<file path="config.mk">
export PLATFORM = sky130hd
export DESIGN_NAME = irq_entry_seq
export DESIGN_NICKNAME = d
export VERILOG_FILES = /design/src/rtl/irq_seq_pkg.sv /design/src/rtl/irq_pend.sv /design/src/rtl/irq_prio_arb.sv /design/src/rtl/irq_entry_seq.sv
export SDC_FILE = /design/constraint.sdc
export NUM_CORES = 1
export LEC_CHECK = 0
export BUFFER_PORTS_ARGS = -buffer_cell sky130_fd_sc_hd__buf_2
export CAP_MARGIN = 10
export CORE_ASPECT_RATIO = 0.5
export CORE_UTILIZATION = 40
export DETAILED_ROUTE_END_ITERATION = 10
export PLACE_DENSITY_LB_ADDON = 0.05
export SLEW_MARGIN = 20
export SYNTH_ARGS = -nofsm -noshare
export SYNTH_HDL_FRONTEND = slang
export SYNTH_SLANG_ARGS = --single-unit
</file>
<file path="constraint.sdc">
create_clock -name clk_i -period 2.1 [get_ports clk_i]
set_input_delay 0.105 -clock clk_i [delete_from_list [all_inputs] [get_ports clk_i]]
set_output_delay 0.105 -clock clk_i [all_outputs]
set_load 0.01 [all_outputs]
</file>
<file path="src/rtl/irq_seq_pkg.sv">
package irq_seq_pkg;
  typedef enum logic [1:0] {
    ST_IDLE  = 2'd0,
    ST_VREAD = 2'd1,
    ST_LOAD  = 2'd2
  } seq_state_e;
endpackage

</file>
<file path="src/rtl/irq_pend.sv">
module irq_pend #(
  parameter int unsigned NUM_CLASSES = 8
) (
  input  logic                   clk_i,
  input  logic                   rst_ni,
  input  logic [NUM_CLASSES-1:0] req_i,
  input  logic [NUM_CLASSES-1:0] clr_i,
  output logic [NUM_CLASSES-1:0] pend_o
);
  logic [NUM_CLASSES-1:0] pend_q;

  // new request wins over a clear of the same bit
  always_ff @(posedge clk_i or negedge rst_ni) begin
    if (!rst_ni) pend_q <= '0;
    else         pend_q <= (pend_q & ~clr_i) | req_i;
  end

  assign pend_o = pend_q;

  a_r9_only_own_bit_cleared: assert property (@(posedge clk_i) disable iff (!rst_ni)
    1'b1 |=> (($past(pend_q) & ~$past(clr_i) & ~pend_q) == '0));
endmodule

</file>
<file path="src/rtl/irq_prio_arb.sv">
module irq_prio_arb #(
  parameter int unsigned NUM_CLASSES = 8,
  localparam int unsigned IDX_W = $clog2(NUM_CLASSES)
) (
  input  logic [NUM_CLASSES-1:0] req_i,
  output logic [NUM_CLASSES-1:0] gnt_o,
  output logic [IDX_W-1:0]       idx_o,
  output logic                   any_o
);
  always_comb begin
    idx_o = '0;
    any_o = 1'b0;
    for (int i = NUM_CLASSES - 1; i >= 0; i--) begin
      if (req_i[i]) begin
        idx_o = IDX_W'(i);
        any_o = 1'b1;
      end
    end
  end

  for (genvar g = 0; g < NUM_CLASSES; g++) begin : g_gnt
    assign gnt_o[g] = any_o && (idx_o == IDX_W'(g));
  end

  always_comb begin
    if (any_o) begin
      a_r4_no_lower_req: assert ((req_i & (gnt_o - 1'b1)) == '0);
    end
  end
endmodule

</file>
<file path="src/rtl/irq_entry_seq.sv">
module irq_entry_seq
  import irq_seq_pkg::*;
#(
  parameter int unsigned NUM_CLASSES = 8,
  parameter int unsigned ADDR_W      = 32,
  parameter int unsigned WORD_BYTES  = 4
) (
  input  logic                   clk_i,
  input  logic                   rst_ni,
  input  logic [NUM_CLASSES-1:0] irq_req_i,
  input  logic                   instr_done_i,
  input  logic [ADDR_W-1:0]      pc_i,
  input  logic                   ien_set_i,
  output logic                   vec_rd_o,
  output logic [ADDR_W-1:0]      vec_addr_o,
  input  logic [ADDR_W-1:0]      vec_data_i,
  output logic [NUM_CLASSES-1:0] irq_ack_o,
  output logic [ADDR_W-1:0]      ret_pc_o,
  output logic [ADDR_W-1:0]      new_pc_o,
  output logic                   pc_load_o,
  output logic                   to_monitor_o,
  output logic                   ien_o
);
  localparam int unsigned IDX_W = $clog2(NUM_CLASSES);

  seq_state_e             state_q, state_d;
  logic [IDX_W-1:0]       cls_q;
  logic [ADDR_W-1:0]      ret_q;
  logic                   ien_q;
  logic [NUM_CLASSES-1:0] pend, gnt, clr;
  logic [IDX_W-1:0]       win_idx;
  logic                   win_any;
  logic                   take;

  irq_pend #(.NUM_CLASSES(NUM_CLASSES)) u_pend (
    .clk_i  (clk_i),
    .rst_ni (rst_ni),
    .req_i  (irq_req_i),
    .clr_i  (clr),
    .pend_o (pend)
  );

  irq_prio_arb #(.NUM_CLASSES(NUM_CLASSES)) u_arb (
    .req_i (pend),
    .gnt_o (gnt),
    .idx_o (win_idx),
    .any_o (win_any)
  );

  assign take = (state_q == ST_IDLE) && instr_done_i && ien_q && win_any;
  assign clr  = take ? gnt : '0;

  always_comb begin
    state_d = state_q;
    unique case (state_q)
      ST_IDLE:  if (take) state_d = ST_VREAD;
      ST_VREAD: state_d = ST_LOAD;
      ST_LOAD:  state_d = ST_IDLE;
      default:  state_d = ST_IDLE;
    endcase
  end

  always_ff @(posedge clk_i or negedge rst_ni) begin
    if (!rst_ni) begin
      state_q <= ST_IDLE;
      cls_q   <= '0;
      ret_q   <= '0;
      ien_q   <= 1'b1;
    end else begin
      state_q <= state_d;
      if (take) begin
        cls_q <= win_idx;
        ret_q <= pc_i;
      end
      // entry clear dominates a software set
      if (take)           ien_q <= 1'b0;
      else if (ien_set_i) ien_q <= 1'b1;
    end
  end

  assign vec_rd_o     = (state_q == ST_VREAD);
  assign vec_addr_o   = vec_rd_o ? ADDR_W'(cls_q) * ADDR_W'(WORD_BYTES) : '0;
  assign pc_load_o    = (state_q == ST_LOAD);
  assign to_monitor_o = pc_load_o;
  assign new_pc_o     = pc_load_o ? vec_data_i : '0;
  assign ret_pc_o     = ret_q;
  assign ien_o        = ien_q;

  for (genvar g = 0; g < NUM_CLASSES; g++) begin : g_ack
    assign irq_ack_o[g] = vec_rd_o && (cls_q == IDX_W'(g));
  end

  a_r2_entry_at_boundary: assert property (@(posedge clk_i) disable iff (!rst_ni)
    $rose(vec_rd_o) |-> ($past(instr_done_i) && $past(ien_o)));
  a_r6_load_after_read: assert property (@(posedge clk_i) disable iff (!rst_ni)
    vec_rd_o |=> (pc_load_o && !vec_rd_o));
  a_r8_enable_dropped: assert property (@(posedge clk_i) disable iff (!rst_ni)
    vec_rd_o |-> !ien_o);
  a_r10_ack_onehot: assert property (@(posedge clk_i) disable iff (!rst_ni)
    vec_rd_o |-> ($countones(irq_ack_o) == 1));
  a_r3_ret_held: assert property (@(posedge clk_i) disable iff (!rst_ni)
    !vec_rd_o |-> $stable(ret_pc_o));
endmodule

</file>
==> impl_metrics.csv <==
group,metric,value,unit
sta,min_period_over_period,0.812,
worst_setup_path,crit_arrival,1880,ps
routing,ant_nets,0,
sta,maxSlewViolCount,0,
routing,wirelength,6010,um
routing,drc,0,
finish,final_cell_mix,"buf_2, dfrtp_1, and2_1, conb_1, mux2_4",
clock_network,root_buffer,"clkbuf_16",
sta,slew_headroom,0.617,
clock_network,clock_sinks,46,
logic_synthesis,yosysUniqueCellTypes,31,
finish,final_cells,441,
clock_network,cts_buffers,5,
placed_design,io_buffers,154,
logic_synthesis,synth_top_family_by_area,"multiplexers",
worst_setup_path,start_kind,"register",
logic_synthesis,synth_fa_ha_area_frac,0,
logic_synthesis,synth-simple-area-share,0.171,
worst_setup_path,crit_fanout,16,
grt,grt_max_degree,47,
floorplanning,start_util,0.431,
floorplanning,die_w,113,um
logic_synthesis,synth_edf_count,0,
sta,tns,0,ps
status,outcome,"completed",
clock_network,clock_latency,280,ps
grt,gr-usage-all-layers,0.192,
power,p_leak,0.00187,uW
floorplanning,fp-row-count,19,
logic_synthesis,synth_area_per_cell,11.8,um^2
sta,rsz0062_at_grt,"false",
logic_synthesis,synth_compound_area_frac,0.0501,
power,powerDensity,1280,nW/um^2
hold_path,hold_path_class,"primary input to register",
routing,wire_per_inst,13.6,um
placed_design,gp_congestion,0.927,
worst_setup_path,crit_chain,"nand4bb_1 > a21oi_4 > buf_4 > mux2_2",
finish,antenna_cells,0,
worst_setup_path,cp_slowest_cell,"dfstp_2",
finish,final_nets,443,
logic_synthesis,async_flop_share,1.00,
worst_setup_path,cp.required,2270,ps
placed_design,placedCellCount,430,
routing,vias,1922,
sta,period_minus_slack,1710,ps
grt,grt_pass1_wl,9360,um
clock_network,postCtsSetupRepairBufs,0,
worst_setup_path,crit_type,"register to register",
finish,multi_input_area,1110,um^2
grt,grt_overflow,0,
finish,area.growth.synth_to_final,38.3,%
finish,fillCellCount,519,
floorplanning,ios,184,
routing,drt_first_pass_iters,4,
clock_network,cts_tree,"yes",
logic_synthesis,synthMuxAreaShare,0.187,
grt,antenna_found_initial,0,
logic_synthesis,synthCells,207,
flow_run,max_cap_viol_count,0,
routing,drt_iter0_drc,96,
sta,setup_viol,0,
grt,grt_pass1_vias,1825,
sta,finalClockSkew,7.66,ps
finish,final_util,0.596,
clock_network,cts_resized,0,
routing,via_per_inst,4.36,
sta,worst_slew_pin_slew,574,ps
sta,hold_viol,0,
logic_synthesis,synth-xor-area-share,0,
logic_synthesis,ys_warn_count,0,
logic_synthesis,synth_area,2450,um^2
clock_network,clk_pin_slew,60,ps
logic_synthesis,synth_ff_type,"dfrtp_1",
worst_setup_path,critPathCaptureType,"register",
clock_network,cts_max_path_buffers,2,
floorplanning,dieArea,6460,um^2
sta,fmaxAchievable,0.586,GHz
worst_setup_path,path_buf_inv,1,
finish,drive_above_1_share,0.552,
logic_synthesis,ys_seq_area_frac,0.471,
clock_network,htree_levels,2,
power,p_total,4330,uW
power,ir_drop,723,uV
placed_design,hpwl,4790,um
finish,mostFrequentLayoutCell,"buf_2",
logic_synthesis,ys_ff_latch,46,
floorplanning,die_h,57.3,um
floorplanning,core-area,5680,um^2
finish,seq_area,1150,um^2
worst_setup_path,crit_family,"flip-flops",
worst_setup_path,cpPeakStageDelay,530,ps
logic make-up (layout without fill, tap and decap cells):
| group | Yosys count | count (layout) |
|---|---|---|
| simple gates | 71 | 71 |
| buf+inv | 42 | 175 |
| flops | 46 | 46 |
| compound gates | 15 | 15 |
| other cells | 1 | 29 |
| mux | 32 | 32 |
metrics by stage:
| step | setup WS (ps) | area (um^2) | hold WS (ps) |
|---|---|---|---|
| 2_1_floorplan | 413 | 2550 | -191 |
| 3_3_place_gp | 421 | 3190 | 216 |
| 3_5_place_dp | 379 | 3190 | 220 |
| 4_1_cts | 372 | 3390 | 1.62 |
| 5_1_grt | 294 | 3390 | 15.1 |
| 6_report | 394 | 3390 | 2.70 |
synth_stat cells (2+ instances only):
cell	number	area share
inv_1	5	0.0077
nand2_1	5	0.0077
and2_1	34	0.087
dfrtp_1	45	0.46
nor2_1	18	0.028
a21o_1	3	0.0092
buf_6	3	0.014
mux2_2	6	0.028
nand2b_1	3	0.0077
mux2_4	26	0.16
a21oi_1	2	0.0041
o21ai_0	2	0.0041
nor4_4	2	0.017
nor2b_1	3	0.0077
clkbuf_1	3	0.0046
buf_4	30	0.092
nor3_1	3	0.0061
sequential cells by signal, summed over array words and instances (netlist names):
register       cells
ien_o              1
ret_pc_o          32
u_pend.pend_o      8
state_q            2
cls_q              3
worst reg2reg max path: cells and delay by family, from the launching register on:
family / cells / cell delay (ps)
buf+inv: 1 / 300
flops: 1 / 530
compound gates: 1 / 200
mux: 1 / 370
simple gates: 1 / 190
path summary, 6_finish.rpt:
path | startpoint | to | slack (ps) | cells past startpoint
worst max-delay path | ien_o | ret_pc_o[24] | 390 | 4
worst min-delay path | irq_req_i[5] | u_pend.pend_o[5] | 3 | 2
worst max register to register | ien_o | ret_pc_o[24] | 390 | 4
worst min register to register | state_q[1] | state_q[1] | 460 | 1
max in group asynchronous | rst_ni | u_pend.pend_o[4] | 1260 | 3
min in group asynchronous | rst_ni | ret_pc_o[28] | 440 | 3
per-layer routing:
metal	vias up	part of all wire	wire length, um	global-route usage
li1	940	-	-	-
met1	889	0.44	2660	0.251
met2	89	0.48	2880	0.325
met3	4	0.074	442	0.0542
met4	0	0.0043	26	0.0400
met5	-	0	0	0
layout make-up:
class                   count  area share
flip-flops and latches     46       0.340
multi-input cells         147       0.327
repair buffers            162       0.251
clock buffers               6      0.0380
well taps                  73      0.0270
clock inverters             2      0.0111
inverters                   5     0.00554
power by group:
group	internal [uW]	switching [uW]
sequential	1270	229
combinational	1070	881
clock	561	318
total	2900	1430
what timing repair did:
item                       in CTS  in global routing
hold endpoints to repair       47                  0
setup endpoints to repair       0                  0
hold buffers                    3                  0
No activity file was read; power rests on OpenSTA's default activity.
